### config.mk
export PLATFORM = sky130hd
export DESIGN_NAME = pulse_swallow_divider
export DESIGN_NICKNAME = d
export VERILOG_FILES = /design/src/rtl/pswl_pkg.sv /design/src/rtl/swallow_stage.sv /design/src/rtl/cycle_end_detect.sv /design/src/rtl/pulse_swallow_divider.sv
export SDC_FILE = /design/constraint.sdc
export NUM_CORES = 1
export LEC_CHECK = 0
export BUFFER_PORTS_ARGS = -buffer_cell sky130_fd_sc_hd__clkbuf_2
export CORE_AREA = 2 2 39 41
export DETAILED_ROUTE_END_ITERATION = 7
export DIE_AREA = 0 0 41 43
export PLACE_DENSITY = 0.45
export SLEW_MARGIN = 20
export SYNTH_ARGS = -nofsm -noshare
export SYNTH_HDL_FRONTEND = slang
export SYNTH_SLANG_ARGS = --single-unit
### constraint.sdc
create_clock -name clk -period 3.1 [get_ports clk]
set_input_delay 0.31 -clock clk [delete_from_list [all_inputs] [get_ports clk]]
set_output_delay 0.31 -clock clk [all_outputs]
set_load 0.02 [all_outputs]
### src/rtl/pswl_pkg.sv
package pswl_pkg;

  // Strobes in one full period of a chain of equal swallow stages.
  function automatic int unsigned cycle_len(int unsigned modulus, int unsigned stages);
    int unsigned r;
    r = 1;
    for (int unsigned i = 0; i < stages; i++) r = r * modulus;
    return r;
  endfunction

  // Strobes that survive all stages in one period.
  function automatic int unsigned passes_per_cycle(int unsigned modulus, int unsigned stages);
    int unsigned r;
    r = 1;
    for (int unsigned i = 0; i < stages; i++) r = r * (modulus - 1);
    return r;
  endfunction

  // Counter width for a modulo counter.
  function automatic int unsigned count_width(int unsigned modulus);
    return (modulus < 3) ? 1 : $clog2(modulus);
  endfunction

endpackage

### src/rtl/swallow_stage.sv
module swallow_stage #(
  parameter int unsigned MOD = 5,
  parameter int unsigned CW  = 3
) (
  input  logic          clk,
  input  logic          rst,
  input  logic          strobe_in,
  output logic          strobe_out,
  output logic [CW-1:0] count
);
  localparam logic [CW-1:0] LAST = CW'(MOD - 1);

  logic [CW-1:0] cnt_q;
  logic          at_last;

  assign at_last    = (cnt_q == LAST);
  // The strobe is dropped on the last count. The counter moves on the incoming strobe.
  assign strobe_out = strobe_in & ~at_last;
  assign count      = cnt_q;

  always_ff @(posedge clk) begin
    if (rst)            cnt_q <= '0;
    else if (strobe_in) cnt_q <= at_last ? '0 : cnt_q + 1'b1;
  end
endmodule

### src/rtl/cycle_end_detect.sv
module cycle_end_detect #(
  parameter int unsigned MOD    = 5,
  parameter int unsigned STAGES = 2,
  parameter int unsigned CW     = 3
) (
  input  logic               strobe,
  input  logic [STAGES*CW-1:0] counts,
  output logic               done
);
  logic [STAGES-1:0] term;

  // The first stage sits on its last count and every later stage has just wrapped to zero.
  assign term[0] = (counts[CW-1:0] == CW'(MOD - 1));
  for (genvar g = 1; g < STAGES; g++) begin : g_zero
    assign term[g] = (counts[g*CW +: CW] == '0);
  end

  assign done = strobe & (&term);
endmodule

### src/rtl/pulse_swallow_divider.sv
module pulse_swallow_divider
  import pswl_pkg::*;
#(
  parameter int unsigned MOD    = 5,
  parameter int unsigned STAGES = 2
) (
  input  logic clk,
  input  logic rst,
  input  logic pulse_in,
  output logic pulse_out,
  output logic cycle_done
);
  localparam int unsigned CW = count_width(MOD);

  logic [STAGES:0]        chain;
  logic [STAGES*CW-1:0]   stage_counts;
  logic                   accepted;

  assign accepted = pulse_in & ~rst;
  assign chain[0] = accepted;

  for (genvar g = 0; g < STAGES; g++) begin : g_stage
    swallow_stage #(.MOD(MOD), .CW(CW)) u_stage (
      .clk       (clk),
      .rst       (rst),
      .strobe_in (chain[g]),
      .strobe_out(chain[g+1]),
      .count     (stage_counts[g*CW +: CW])
    );
  end

  cycle_end_detect #(.MOD(MOD), .STAGES(STAGES), .CW(CW)) u_end (
    .strobe(accepted),
    .counts(stage_counts),
    .done  (cycle_done)
  );

  assign pulse_out = chain[STAGES];
endmodule

==> After elaboration in Yosys (flattened, before gate mapping) <==
Cells that the tools add are included.
{ "op_classes": {"bitwise": 7, "muxes": 2, "reduce_logical": 2, "eq_ne": 2, "add_sub_neg": 2} }
{ "ops": {"columns": ["op", "count"], "rows": [
  ["3-bit by 1-bit adder with 3-bit output (second input constant)", 2],
  ["3-bit equality test (second input constant)", 2],
  ["3-bit two-way mux", 2],
  ["1-bit AND", 4],
  ["3-bit zero test", 1],
  ["1-bit NOT", 3],
  ["2-bit AND reduction", 1]
]} }
{ "totals": {"wordCells": 17, "ff_bits": 6} }

==> Longest topological paths before layout <==
{ "logic_depth": {"ltp_word": 4, "mapped_depth": 5} }

==> Modules after synthesis <==
Synthesis repeated with hierarchy kept, for this count alone.
{ "hier_totals": {"cells_unflattened": 36, "area_unflattened_um2": 349.1} }
{ "modules_own_cells": {"columns": ["module", "seq_area_each_um2", "instances", "cells_each", "area_per_inst_um2"], "rows": [
  ["swallow_stage", 60.1, 2, 16, 156.4],
  ["cycle_end_detect", 0.0, 1, 3, 22.5],
  ["pulse_swallow_divider", 0.0, 1, 1, 13.8]
]} }

==> Least setup slack after synthesis <==
No wires, ideal clock.
{ "synth_timing": {"kind": "reg2out", "startpoint": "reg g_stage[0].u_stage.cnt_q[0]", "endpoint": "out cycle_done", "required_time_ns": 2.790, "arrival_time_ns": 1.421, "path_slack_ns": 1.369, "path_stages_with_launch": 5, "path_cell_list": "dfxtp_1 > inv_1 > ha_1 > nand2_1 > nor4bb_1"} }
{ "synth_via": {"elab_chain_len": 3} }
{ "synth_lines": {"columns": ["item", "line_no", "source"], "rows": [
  ["from (decl)", "swallow_stage.sv:13", "logic [CW-1:0] cnt_q;"],
  ["from (signal assigned)", "swallow_stage.sv:23", "else if (strobe_in) cnt_q <= at_last ? '0 : cnt_q + 1'b1;"],
  ["3-bit equality test", "cycle_end_detect.sv:13", "assign term[0] = (counts[CW-1:0] == CW'(MOD - 1));"],
  ["2-bit AND reduction", "cycle_end_detect.sv:18", "assign done = strobe & (&term);"],
  ["1-bit AND", "cycle_end_detect.sv:18", null],
  ["to (decl)", "pulse_swallow_divider.sv:11", "output logic cycle_done"]
]} }
Every way passes these cells.

==> Worst setup path after layout <==
Same ends and word-level chain as after synthesis.

==> metrics <==
outcome=finished clean; Worst-Margin Slew=504.2 ps; Tcrit/Tclk final=58.69%; die height=43 um; htree depth=1; cell area after synthesis=335.3 sq um; Fmax=0.5496 GHz; CP startpoint kind=flop; Final GP Congestion=0.6173; Post-CTS Hold Buffers=0; DRC=0; CTS tree=done; CP max FO=9; largest net degree at the start of global routing=10; RSZ-0062 raised after global routing=no; port bufs=4; HPWL Detailed=444.6 um; max cap viols=0; register clock-pin slew on the reported worst setup and hold paths=50 ps; Slew Limit Fails=0; mux contribution to synthesized area=0%; first-pass GRT wire length=952 um; Crit Path Class=flop to output port; largest family of logic cells by synthesized area=simple AND/OR/NAND/NOR gates; TritonCTS buffer count=3; die area=1763 sq um; ANT cells=0; number of DRC markers in iteration 0=4; CP arrival=1510 ps; Vias=282; WP data required=2790 ps; most frequent cells in the layout=dfxtp_1, inv_1, nand2_1, ha_1, clkbuf_2; Layout Utilization=28.21%; Resized cells post-CTS=0; 1st-pass router iterations=2; Slew HR=66.32%; chip width=41 um; clk_lat worst skew=250 ps; total power=0.0001757 W; DP Cell Count=57; setup violators final=0; drt total wl=600 um; fin crit period=1819 ps; simple-gate share of the synthesized area=20.90%; most common cell after layout, fill and taps aside=dfxtp_1; Vias/cell=4.700; Synth Area in XOR/XNOR=0%; Syn Nets=45; syn avg cell area=8.824 sq um; Seq/Total Area, Yosys=35.82%; Int Pwr=0.0001325 W; Synth-to-Final Area Change=16.42%; Post-Syn Instances=38; crit end category=output port; Final Cell Area=390.4 sq um; Worst Clk Skew=7.790 ps; Sw Share=24.60%; CTS Root Buffer Type=clkbuf_4; placed cell areas=367.9 sq um; yosys warns=0; postcts setup bufs=0; vias in the first global route=224; Fin Setup TNS=0 ps; Layout Cells excl Fill=60; CTS Sinks=6; NetSw=0.00004322 W; sequential power share=46.6%; Core Footprint=1384 sq um; Detail Route Antenna Nets=0; Top Ports=5; pwr dens=450.1 nW/um^2; adder-cell share of the synthesized area=14.93%; #FFs+latches synth=6; initial core utilization=24.23%; Compound-Gate Fraction of Synth Area=20.52%; VDD IR max=0.2544 mV; Static Leak=0.1655 nW; GRT Overall Usage=9.036%; nets=53; initial antenna violation count=0; number of flip-flops in the largest register=6; synth unique cells=20; Clock power frac=42.5%; final hold vios=0; maximum clock path buffer count=2; Comb power frac=10.8%; Routed WL per cell=10.00 um; GRT overflow=0; Hold WC Path Type=input port to flop; layout cell share with drive strength beyond 1=18.18%; Rows=14
[final timing paths]
kind,end,from,cells after the start,slack (ps)
worst max-delay path,cycle_done,g_stage[0].u_stage.count[0],5,1280
worst min-delay path,g_stage[0].u_stage.count[2],rst,2,320
worst max register to register,g_stage[1].u_stage.count[0],g_stage[0].u_stage.count[0],5,1840
worst min register to register,g_stage[0].u_stage.count[2],g_stage[0].u_stage.count[2],2,470
[layer usage]
| layer | vias to the layer above | global-route usage (%) | routed length, um |
|---|---|---|---|
| met5 | - | 0 | 0 |
| met4 | 0 | 6.000 | 12 |
| met3 | 2 | 9.424 | 47 |
| met2 | 7 | 8.750 | 240 |
| met1 | 126 | 11.25 | 300 |
| li1 | 147 | - | - |
[layout make-up]
class | count | area [sq um]
clock buffer | 3 | 22.52
fill | 154 | 993.5
inverter | 5 | 18.77
multi-input combinational | 26 | 188.9
sequential | 6 | 120.1
tap | 16 | 20.02
timing repair buffer | 4 | 20.02
[logic make-up after synthesis]
group,count (synthesis)
AND/OR/NAND/NOR,12
flip-flops,6
AO/OA/AOI/OAI,10
adder cells (fa/ha/maj),4
buffers and inverters,6
[cells in the mapped netlist]
| master | number | area, sq um |
|---|---|---|
| nand3b_1 | 1 | 7.510 |
| nand4_1 | 1 | 6.260 |
| a21o_1 | 2 | 15.01 |
| o21ai_0 | 1 | 5.000 |
| a32oi_1 | 1 | 8.760 |
| dfxtp_1 | 6 | 120.1 |
| nor2_1 | 1 | 3.750 |
| inv_1 | 5 | 18.77 |
| and3_4 | 1 | 11.26 |
| nor2b_1 | 1 | 6.260 |
| ha_1 | 4 | 50.05 |
| nand3_1 | 1 | 5.000 |
| a21oi_1 | 3 | 15.01 |
| a211oi_1 | 1 | 7.510 |
| buf_4 | 1 | 7.510 |
| nor4bb_1 | 1 | 10.01 |
| nand2_1 | 4 | 15.01 |
| a31oi_1 | 1 | 6.260 |
| o2111a_1 | 1 | 11.26 |
| nor3_1 | 1 | 5.000 |
[metrics by stage]
stage                     hold WS (ps)  setup slack [ps]
after floorplan                  379.1              1369
after global placement           459.8              1441
after detailed placement         464.3              1458
after CTS                        330.4              1278
after global routing             324.4              1141
final                            323.7              1281
[power groups by stage]
| stage | combinational (W) | clock [W] | sequential, W |
|---|---|---|---|
| 3_5_place_dp | 0.0000190 | 0 | 0.0000834 |
| 3_3_place_gp | 0.0000194 | 0 | 0.0000835 |
| 2_1_floorplan | 0.0000143 | 0 | 0.0000831 |
| 5_1_grt | 0.0000216 | 0.0000847 | 0.0000823 |
| 6_report | 0.0000190 | 0.0000747 | 0.0000819 |
| 4_1_cts | 0.0000191 | 0.0000772 | 0.0000820 |
[worst max-delay path: stages, from the launching register on]
cell and delay [ps]:
dfxtp_1 320, inv_1 70, ha_1 150, nand2_1 190
nor4bb_1 310, clkbuf_2 210
(Power assumes the default switching activity.)
